[src/rtl/entropy_pkg.sv]
package entropy_pkg;

    typedef enum logic [1:0] {
        ST_IDLE   = 2'd0,
        ST_SAMPLE = 2'd1,
        ST_DONE   = 2'd2
    } es_state_t;

    localparam logic [31:0] CMD_START = 32'd1;
    localparam logic [31:0] CMD_ABORT = 32'd2;

    localparam int REG_STATUS = 0;
    localparam int REG_CTRL   = 1;
    localparam int REG_CFG    = 2;
    localparam int REG_MASK   = 3;
    localparam int NUM_CTRL_REGS = 4;

endpackage

[src/rtl/es_pace_timer.sv]
module es_pace_timer #(
    parameter int CW = 8
) (
    input  logic          clk,
    input  logic          rst_n,
    input  logic          load,
    input  logic [CW-1:0] period_in,
    input  logic          run,
    output logic          tick
);

    logic [CW-1:0] period_q;
    logic [CW-1:0] cnt_q;

    assign tick = run && (cnt_q == period_q - 1'b1);

    always_ff @(posedge clk) begin
        if (!rst_n) begin
            period_q <= CW'(1);
        end else if (load) begin
            period_q <= period_in;
        end
    end

    always_ff @(posedge clk) begin
        if (!rst_n || !run) begin
            cnt_q <= '0;
        end else if (tick) begin
            cnt_q <= '0;
        end else begin
            cnt_q <= cnt_q + 1'b1;
        end
    end

    AST_CNT_BELOW_PERIOD: assert property (@(posedge clk) disable iff (!rst_n)
        run |-> (cnt_q < period_q));
    AST_PERIOD_NONZERO: assert property (@(posedge clk) disable iff (!rst_n)
        period_q != '0);

endmodule

[src/rtl/es_bit_collector.sv]
module es_bit_collector #(
    parameter int NBITS = 128
) (
    input  logic             clk,
    input  logic             rst_n,
    input  logic             clear,
    input  logic             shift_en,
    input  logic             bit_in,
    output logic [NBITS-1:0] bits_q,
    output logic             last_bit
);

    localparam int CW = $clog2(NBITS);

    logic [CW-1:0] cnt_q;

    assign last_bit = shift_en && (cnt_q == CW'(NBITS - 1));

    always_ff @(posedge clk) begin
        if (!rst_n || clear) begin
            bits_q <= '0;
            cnt_q  <= '0;
        end else if (shift_en) begin
            bits_q <= {bits_q[NBITS-2:0], bit_in};
            cnt_q  <= last_bit ? '0 : cnt_q + 1'b1;
        end
    end

    AST_CLEAR_ZEROES: assert property (@(posedge clk) disable iff (!rst_n)
        clear |=> (bits_q == '0));
    AST_HOLD_WITHOUT_SHIFT: assert property (@(posedge clk) disable iff (!rst_n)
        (!clear && !shift_en) |=> $stable(bits_q));

endmodule

[src/rtl/es_sequencer.sv]
module es_sequencer
    import entropy_pkg::*;
(
    input  logic      clk,
    input  logic      rst_n,
    input  logic      start_cmd,
    input  logic      abort_cmd,
    input  logic      ack_cmd,
    input  logic      last_bit,
    output es_state_t state_q,
    output logic      run_o,
    output logic      load_o,
    output logic      clear_o,
    output logic      valid_o
);

    es_state_t state_d;

    always_ff @(posedge clk) begin
        if (!rst_n) begin
            state_q <= ST_IDLE;
        end else begin
            state_q <= state_d;
        end
    end

    always_comb begin
        state_d = state_q;
        unique case (state_q)
            ST_IDLE: begin
                if (!ack_cmd && start_cmd) state_d = ST_SAMPLE;
            end
            ST_SAMPLE: begin
                if (ack_cmd || abort_cmd) state_d = ST_IDLE;
                else if (last_bit)        state_d = ST_DONE;
            end
            ST_DONE: begin
                if (ack_cmd) state_d = ST_IDLE;
            end
            default: state_d = ST_IDLE;
        endcase
    end

    always_comb begin
        run_o   = 1'b0;
        load_o  = 1'b0;
        valid_o = 1'b0;
        clear_o = ack_cmd;
        unique case (state_q)
            ST_IDLE: begin
                load_o = start_cmd && !ack_cmd;
            end
            ST_SAMPLE: begin
                run_o   = 1'b1;
                clear_o = ack_cmd || abort_cmd;
            end
            ST_DONE: begin
                valid_o = 1'b1;
            end
            default: ;
        endcase
    end

    AST_DONE_AFTER_SAMPLE: assert property (@(posedge clk) disable iff (!rst_n)
        $rose(valid_o) |-> ($past(state_q) == ST_SAMPLE));
    AST_START_WHILE_VALID: assert property (@(posedge clk) disable iff (!rst_n)
        (state_q == ST_DONE && start_cmd && !ack_cmd) |=> valid_o);
    AST_ABORT_TO_IDLE: assert property (@(posedge clk) disable iff (!rst_n)
        (state_q == ST_SAMPLE && abort_cmd) |=> (state_q == ST_IDLE));
    AST_ABORT_KEEPS_DONE: assert property (@(posedge clk) disable iff (!rst_n)
        (state_q == ST_DONE && abort_cmd && !ack_cmd) |=> valid_o);
    AST_ACK_DROPS_VALID: assert property (@(posedge clk) disable iff (!rst_n)
        ack_cmd |=> !valid_o);
    AST_NO_RESTART: assert property (@(posedge clk) disable iff (!rst_n)
        (state_q == ST_SAMPLE && start_cmd) |-> !load_o);

endmodule

[src/rtl/entropy_reg_ctrl.sv]
module entropy_reg_ctrl
    import entropy_pkg::*;
#(
    parameter int DATA_W    = 32,
    parameter int NUM_WORDS = 4,
    parameter int CFG_MAX   = 231,
    parameter int ADDR_W    = $clog2(NUM_WORDS + NUM_CTRL_REGS) + 2
) (
    input  logic              clk,
    input  logic              rst_n,
    input  logic [ADDR_W-1:0] bus_addr,
    input  logic              bus_wr_en,
    input  logic [DATA_W-1:0] bus_wr_data,
    output logic [DATA_W-1:0] bus_rd_data,
    input  logic              noise_in,
    output logic              irq_out
);

    localparam int NBITS = DATA_W * NUM_WORDS;
    localparam int CFG_W = $clog2(CFG_MAX + 1);
    localparam int IDX_W = ADDR_W - 2;

    logic [IDX_W-1:0]  idx;
    logic              aligned;
    logic              wr_ok;
    logic              wr_status;
    logic              wr_ctrl;
    logic              wr_cfg;
    logic              wr_mask;
    logic              start_cmd;
    logic              abort_cmd;
    logic              ack_cmd;
    logic [CFG_W-1:0]  cfg_q;
    logic [CFG_W-1:0]  cfg_sat;
    logic              mask_q;
    es_state_t         state;
    logic              run;
    logic              load;
    logic              clear;
    logic              valid;
    logic              tick;
    logic              last_bit;
    logic [NBITS-1:0]  bits;
    logic [DATA_W-1:0] words [NUM_WORDS];

    assign idx     = bus_addr[ADDR_W-1:2];
    assign aligned = (bus_addr[1:0] == 2'b00);
    assign wr_ok   = bus_wr_en && aligned;

    assign wr_status = wr_ok && (idx == IDX_W'(NUM_WORDS + REG_STATUS));
    assign wr_ctrl   = wr_ok && (idx == IDX_W'(NUM_WORDS + REG_CTRL));
    assign wr_cfg    = wr_ok && (idx == IDX_W'(NUM_WORDS + REG_CFG));
    assign wr_mask   = wr_ok && (idx == IDX_W'(NUM_WORDS + REG_MASK));

    assign start_cmd = wr_ctrl && (bus_wr_data == CMD_START);
    assign abort_cmd = wr_ctrl && (bus_wr_data == CMD_ABORT);
    assign ack_cmd   = wr_status && bus_wr_data[0];

    always_comb begin
        if (bus_wr_data == '0) begin
            cfg_sat = CFG_W'(1);
        end else if (bus_wr_data > DATA_W'(CFG_MAX)) begin
            cfg_sat = CFG_W'(CFG_MAX);
        end else begin
            cfg_sat = bus_wr_data[CFG_W-1:0];
        end
    end

    always_ff @(posedge clk) begin
        if (!rst_n) begin
            cfg_q  <= CFG_W'(1);
            mask_q <= 1'b0;
        end else begin
            if (wr_cfg)  cfg_q  <= cfg_sat;
            if (wr_mask) mask_q <= bus_wr_data[0];
        end
    end

    es_sequencer u_seq (
        .clk       (clk),
        .rst_n     (rst_n),
        .start_cmd (start_cmd),
        .abort_cmd (abort_cmd),
        .ack_cmd   (ack_cmd),
        .last_bit  (last_bit),
        .state_q   (state),
        .run_o     (run),
        .load_o    (load),
        .clear_o   (clear),
        .valid_o   (valid)
    );

    es_pace_timer #(.CW(CFG_W)) u_timer (
        .clk       (clk),
        .rst_n     (rst_n),
        .load      (load),
        .period_in (cfg_q),
        .run       (run),
        .tick      (tick)
    );

    es_bit_collector #(.NBITS(NBITS)) u_collect (
        .clk      (clk),
        .rst_n    (rst_n),
        .clear    (clear),
        .shift_en (tick),
        .bit_in   (noise_in),
        .bits_q   (bits),
        .last_bit (last_bit)
    );

    for (genvar w = 0; w < NUM_WORDS; w++) begin : g_word
        assign words[w] = bits[w*DATA_W +: DATA_W];
    end

    always_comb begin
        bus_rd_data = '0;
        if (aligned) begin
            if (idx < IDX_W'(NUM_WORDS)) begin
                bus_rd_data = words[idx[$clog2(NUM_WORDS)-1:0]];
            end else if (idx == IDX_W'(NUM_WORDS + REG_STATUS)) begin
                bus_rd_data = DATA_W'(valid);
            end else if (idx == IDX_W'(NUM_WORDS + REG_CFG)) begin
                bus_rd_data = DATA_W'(cfg_q);
            end else if (idx == IDX_W'(NUM_WORDS + REG_MASK)) begin
                bus_rd_data = DATA_W'(mask_q);
            end
        end
    end

    assign irq_out = valid && mask_q;

    AST_CFG_IN_RANGE: assert property (@(posedge clk) disable iff (!rst_n)
        (cfg_q >= CFG_W'(1)) && (cfg_q <= CFG_W'(CFG_MAX)));
    AST_IRQ_NEEDS_MASK: assert property (@(posedge clk) disable iff (!rst_n)
        !mask_q |-> !irq_out);
    AST_SAMPLE_NOT_VALID: assert property (@(posedge clk) disable iff (!rst_n)
        (state == ST_SAMPLE) |-> !irq_out);

endmodule

[config.mk]
export PLATFORM = sky130hd
export DESIGN_NAME = entropy_reg_ctrl
export DESIGN_NICKNAME = d
export VERILOG_FILES = /design/src/rtl/entropy_pkg.sv /design/src/rtl/es_pace_timer.sv /design/src/rtl/es_bit_collector.sv /design/src/rtl/es_sequencer.sv /design/src/rtl/entropy_reg_ctrl.sv
export SDC_FILE = /design/constraint.sdc
export NUM_CORES = 1
export LEC_CHECK = 0
export BUFFER_PORTS_ARGS = -buffer_cell sky130_fd_sc_hd__buf_2
export CAP_MARGIN = 20
export CORE_MARGIN = 5
export CORE_UTILIZATION = 30
export CTS_BUF_LIST = sky130_fd_sc_hd__clkbuf_16
export DETAILED_ROUTE_END_ITERATION = 16
export PLACE_DENSITY_LB_ADDON = 0.15
export REMOVE_ABC_BUFFERS = 1
export SYNTH_ARGS = -nofsm -noshare
export SYNTH_HDL_FRONTEND = slang
export SYNTH_SLANG_ARGS = --single-unit
[constraint.sdc]
create_clock -name clk -period 3.1 [get_ports clk]
set_input_delay 0.62 -clock clk [delete_from_list [all_inputs] [get_ports clk]]
set_output_delay 0.62 -clock clk [all_outputs]
set_load 0.03 [all_outputs]
# Word-level counts from Yosys, hierarchy flattened
# Index checks and enable logic that the tools add are counted.
[word_totals]
ff_bits = 162
mem_bits_rw = 0
out_inout_bits = 33
latchBits = 0
mem_bits_ro = 0
inputBits = 41
elab_cells = 70
n_memories = 0
[classes]
n_mux = 20
n_addsub = 3
n_div = 0
n_mul = 0
shift = 0
order_cmp = 3
n_reduce_logical = 23
n_bitwise = 1
n_eq_ne = 13
[ops]
columns = ["op", "count"]
rows = [
  ["$mux 32", 4],
  ["$bmux 32 s2", 1],
  ["$eq 32x1->1 const B", 1],
  ["$eq 32x2->1 const B", 1],
  ["$gt 32x8->1 const B", 1],
  ["$logic_not 32->1", 1],
  ["$mux 8", 4],
  ["$eq 3x3->1 const B", 4],
  ["$logic_and 1x1->1", 12],
  ["$add 8x1->8 const B", 1],
  ["$eq 8x8->1", 1],
  ["$mux 2", 4],
  ["$sub 8x1->8 const B", 1],
  ["$add 7x1->7 const B", 1],
  ["$eq 7x7->1 const B", 1],
  ["$mux 7", 1],
  ["$pmux 2 s3", 1],
  ["$mux 1", 5],
  ["$logic_not 2->1", 2],
  ["$ne 2x1->1 const B", 2],
  ["$ge 3x3->1 const B", 1],
  ["$logic_not 1->1", 3],
  ["$logic_or 1x1->1", 3],
  ["$lt 3x3->1 const B", 1],
  ["other kinds (6)", 6],
]

# Longest topological paths before layout
[logic_depth]
ltp_word = 8
ltp_mapped = 12
ltp_nobuf = 8

# Hierarchy
# From an unflattened synthesis, not the netlist that was laid out.
[unflattened]
cells_unflattened = 713
hier_area_um2 = 7405.9
[by_module_without_submodules]
columns = ["mod", "seq_area_each_um2", "cells_each", "n_inst", "area_per_inst_um2"]
rows = [
  ["es_bit_collector", 2702.6, 448, 1, 4805.9],
  ["entropy_reg_ctrl", 180.2, 166, 1, 1627.8],
  ["es_pace_timer", 320.3, 86, 1, 844.6],
  ["es_sequencer", 40.0, 13, 1, 127.6],
]

# Least setup slack after synthesis
# Ideal clock, no wire load.
[synth_timing]
path_kind = "input -> output"
startpoint = "input port bus_addr[3]"
endpoint = "output port bus_rd_data[0]"
arrival_time_ns = 2.448
path_buffers = 3
setup_slack_ns = 0.032
t_required_ns = 2.480
cell_stages = 6
path_cell_list = "clkbuf_1 -> buf_1 -> clkbuf_1 -> a22o_1 -> mux2i_1 -> nor3_1"
[synth_between]
elab_chain_cells = 6
elab_cells_between_ends = 13
classes_between = "order compare (1); eq/ne (3); mux (8); bitwise (1)"
[synth_rtl]
columns = ["item", "line_no", "rtl"]
rows = [
  ["start: declaration", "entropy_reg_ctrl.sv:11", "input logic [ADDR_W-1:0] bus_addr,"],
  ["$eq 3x3->1 / $not 2->3 (equally long branches)", "entropy_reg_ctrl.sv:125, entropy_reg_ctrl.sv:120", ""],
  ["$mux 1 / $bmux 32 s2 (equally long branches)", "entropy_reg_ctrl.sv:125, entropy_reg_ctrl.sv:120", ""],
  ["$mux 8 / $mux 32 (equally long branches)", "entropy_reg_ctrl.sv:123, entropy_reg_ctrl.sv:120", ""],
  ["$mux 8 / $mux 32 (equally long branches)", "entropy_reg_ctrl.sv:121, entropy_reg_ctrl.sv:120", ""],
  ["$mux 32 (*)", "entropy_reg_ctrl.sv:119", "if (idx < IDX_W'(NUM_WORDS)) begin"],
  ["$mux 32 (*)", "entropy_reg_ctrl.sv:118", "if (aligned) begin"],
  ["end: declaration", "entropy_reg_ctrl.sv:14", "output logic [DATA_W-1:0] bus_rd_data,"],
]
# Every way passes the cells marked *; elsewhere a longest branch is shown, timed or not. The select of a mux whose other input is x is not followed.

# Worst setup path after layout
[layout_timing]
startpoint = "register u_timer.period_q[0]"
endpoint = "register u_collect.cnt_q[3]"
[layout_between]
elab_chain_cells = 5
[layout_rtl]
columns = ["item", "line_no", "rtl"]
rows = [
  ["start: declaration", "es_pace_timer.sv:12", "logic [CW-1:0] period_q;"],
  ["start signal: assignment", "es_pace_timer.sv:21", "period_q <= period_in;"],
  ["$sub 8x1->8 (*)", "es_pace_timer.sv:15", "assign tick = run && (cnt_q == period_q - 1'b1);"],
  ["$eq 8x8->1 (*)", "es_pace_timer.sv:15", ""],
  ["$logic_and 1x1->1 (*)", "es_pace_timer.sv:15", ""],
  ["$logic_and 1x1->1", "es_bit_collector.sv:17", "assign last_bit = shift_en && (cnt_q == CW'(NBITS - 1));"],
  ["$mux 7", "es_bit_collector.sv:25", "cnt_q <= last_bit ? '0 : cnt_q + 1'b1;"],
  ["end signal: assignment", "es_bit_collector.sv:25", ""],
  ["end: declaration", "es_bit_collector.sv:15", "logic [CW-1:0] cnt_q;"],
]
# Every way passes the cells marked *; elsewhere a longest branch is shown, timed or not.
# A chain may end at the register's enable or synchronous reset.

==> summary.md <==
| Metric | Value |
|---|---|
| Outcome | finished clean |
| Drt via density | roughly 5.4 |
| Initial antenna violation count | 0 |
| Synthesized flop and latch total | 162 |
| CP Launch Type | flop |
| Post-Syn Area per Cell | between 8 and 9 um^2 |
| Asr flop ratio synth | 0% |
| Met1 Use GR | 21.2% |
| Met2 Use GR | 22.7% |
| GRT Util Overall | 14.7% |
| Unrepaired setup endpoints after global routing | no |
| Grt peak-use layer | met2 |
| Synth top area share | approximately two fifths |
| Setup violations, final | 0 |
| CTS Buf Count | 17 |
| Worst relative slew slack | 59.1% |
| Root buffer cell | clkbuf_16 |
| Antenna viol nets, final | 0 |
| Post-synth top cells | dfxtp_1, nand3_1, a21oi_1, o21ai_0, clkbuf_1 |
| Most frequent cell after synthesis | dfxtp_1 |
| Worst r2r path cells | 9 |
| Layout cells sized above 1 | a little under a fifth |
| Post-Syn Area | between 7000 and 8000 um^2 |
| Pwr/cell area | about 480 nW/um^2 |
| # clock sinks | 162 |
| First-pass GRT wire length | ~36000 um |
| Die Y-Extent | 171 um |
| Hold buffer count at cts | 0 |
| Diode count | 0 |
| Starting density of the core | 30.7% |
| Routability congestion estimate | 0.738 |
| Pwr Total | 0.00442 W |
| Critical Path AT | 3230 ps |
| CP required | 3440 ps |
| CTS tree | built |
| Worst path max stage delay | 700 ps |
| IO Port Bufs | 73 |
| DP Worst Slack | approximately 290 ps |
| Post-synth top area cell | dfxtp_1 |
| Largest net degree at the start of global routing | 81 |
| DRT iter0 DRCs | 533 |
| Clock transition at path regs | about 70 ps |
| Crit-path cells | inv_1 > ha_2 > o21ba_1 > a221oi_2 > a41oi_2 > or4_4 > buf_2 > o31a_1 > a311oi_2 |
| Critical Setup Path Class | flop to flop |
| Core region area | between 20000 and 30000 um^2 |
| Area after DPL | 8570 um^2 |
| Die area | just under 30000 um^2 |
| Fin worst setup slack | 210 ps |
| Fin crit share | between 90% and 100% |
| Post-DR wirelength/cell | 17.1 um |
| Slowest CP cell | or4_4 |
| Clock insertion delay at the later pin of the skew report | between 400 and 500 ps |
| CTS HTree Levels | 4 |
| Hold Path Class | flop to flop |
| Detailed Routing Iterations Pass 1 | 5 |
| Max Freq | between 0.3 and 0.4 GHz |
| EDFF count, synth | 0 |
| LEAKAGE | between 3 and 4 nW |
| Leading post-synthesis cells by cell area | dfxtp_1, nand3_1, a21oi_1, mux4_2, o21ai_0 |
| Number of fill cells in the layout | 2658 |
| Area delta synth->final | 18.6% |
| Die width | 171 um |
| Post-DP HPWL | 13500 um |
| I/O pin count | 74 |
| Rows | 58 |
| Post-synth top flop | dfxtp_1 |
| Seq/Total Area, Yosys | between 40% and 50% |
| Grt met3 use | 3.05% |
| Syn Inst Count | 909 |
| Number of global-route vias before repair | 6625 |
| Peak supply drop | 0.330 mV |
| Hold depth | 2 |
| Worst Path Max Fanout | 8 |
| Tightest Pin Transition | 609 ps |
| Min Tclk post-route | 2890 ps |
| Routed WL | 22000 um |
| DR DRC count | 0 |
| CP Capture Type | flop |
| Max capacitance violation total | 0 |
| Total gr overflow | 0 |
| Number of distinct library cells after synthesis | 57 |
| Max-slew violations | 0 |
| TNS Setup | 0 ps |
| Final Skew | ~9.4 ps |
| Synth Warn # | 0 |
| Hold Vio Cnt, Final | 0 |
| Max Root-Sink Buffers | 2 |
| Nets | 985 |
| Fin area | 9210 um^2 |
| Via Count | between 6000 and 7000 |
[worst paths after layout]
| path | endpoint | slack (ps) | start |
|---|---|---|---|
| setup reg to reg | u_collect.cnt_q[3] | 210 | u_timer.period_q[0] |
| hold / removal | u_collect.bits_q[91] | 470 | u_collect.bits_q[90] |
| hold reg to reg | u_collect.bits_q[91] | 470 | u_collect.bits_q[90] |
| setup / recovery | u_collect.cnt_q[3] | 210 | u_timer.period_q[0] |
[cell usage in the layout (no fill, tap or decap), types with 3 or more instances in the layout]
master and count:
a21boi_0 4, a21oi_1 138, a22o_1 3, and2_1 25, and3_1 4, buf_12 12
buf_2 74, buf_4 18, bufinv_16 3, clkbuf_16 17, clkinv_4 3, clkinvlp_4 3
dfxtp_1 162, inv_1 8, mux2_2 3, mux2i_1 11, mux4_2 28, nand2_1 21
nand2b_1 4, nand3_1 142, nand4_1 3, nor2_1 20, nor2b_1 17, nor3_1 5
nor4_1 7, nor4_4 3, o21ai_0 97, o21ai_1 46, o22ai_1 4, o31ai_1 4
or4_1 3, xnor2_1 9, xor2_1 7
[registers in the layout (all words and copies together) (netlist names)]
signal            count
u_seq.state_q         2
u_timer.cnt_q         8
cfg_q                 8
mask_q                1
u_collect.bits_q    128
u_collect.cnt_q       7
u_timer.period_q      8
[area by class of cell]
class                           count  area (um^2)  share of cell area (%)
Sequential cell                   162         3240                    35.2
Timing Repair Buffer              104          746                    8.10
Clock buffer                       17          425                    4.62
Clock inverter                     15          169                    1.83
Multi-Input combinational cell    650         4190                    45.5
Tap cell                          330          413                    4.48
Inverter                            6         22.5                   0.245
[repair_timing]
| item | CTS | global route |
|---|---|---|
| gates resized for setup | 0 | 3 |
| setup buffers | 0 | 3 |
| endpoints found under the setup margin | 0 | 2 |
[metal layers]
metal	vias to the layer above	wire length, um
met5	-	0
met1	3369	11100
met3	17	865
li1	3391	-
met2	119	9850
met4	0	209
[worst max-delay path: cells and delay by family (launching register included)]
| kind | cells | cell delay, ps |
|---|---|---|
| flip-flops | 1 | 420 |
| adder cells (fa/ha/maj) | 1 | 260 |
| AND/OR/NAND/NOR | 1 | 700 |
| buffers and inverters | 2 | 310 |
| AO/OA/AOI/OAI | 5 | 1120 |
[cells by family after synthesis]
family                     after synthesis  synth area share, %
AOI/OAI and AO/OA                      318                 22.0
and+or+nand+nor                        270                 18.9
DFF                                    162                 41.8
buffers and inverters                   98                 5.08
muxes                                   42                 9.98
xor gates and xnor gates                16                 1.81
adders and majority gates                3                0.484
[report_power, final]
group	internal, W	switching [W]
Clock	0.00126	0.000910
Combinational	0.0000657	0.0000975
Sequential	0.00208	0.000000968
Total	0.00341	0.00101
[stage by stage]
| step | hold slack [ps] | std cells | utilization (%) |
|---|---|---|---|
| 2_1_floorplan | 440 | 817 | - |
| 3_3_place_gp | 467 | 1248 | 33.8 |
| 3_5_place_dp | 469 | 1248 | 33.8 |
| 4_1_cts | 467 | 1280 | 36.2 |
| 5_1_grt | 483 | 1284 | 36.4 |
| 6_report | 473 | 1284 | 36.4 |
(Power assumes the default switching activity.)
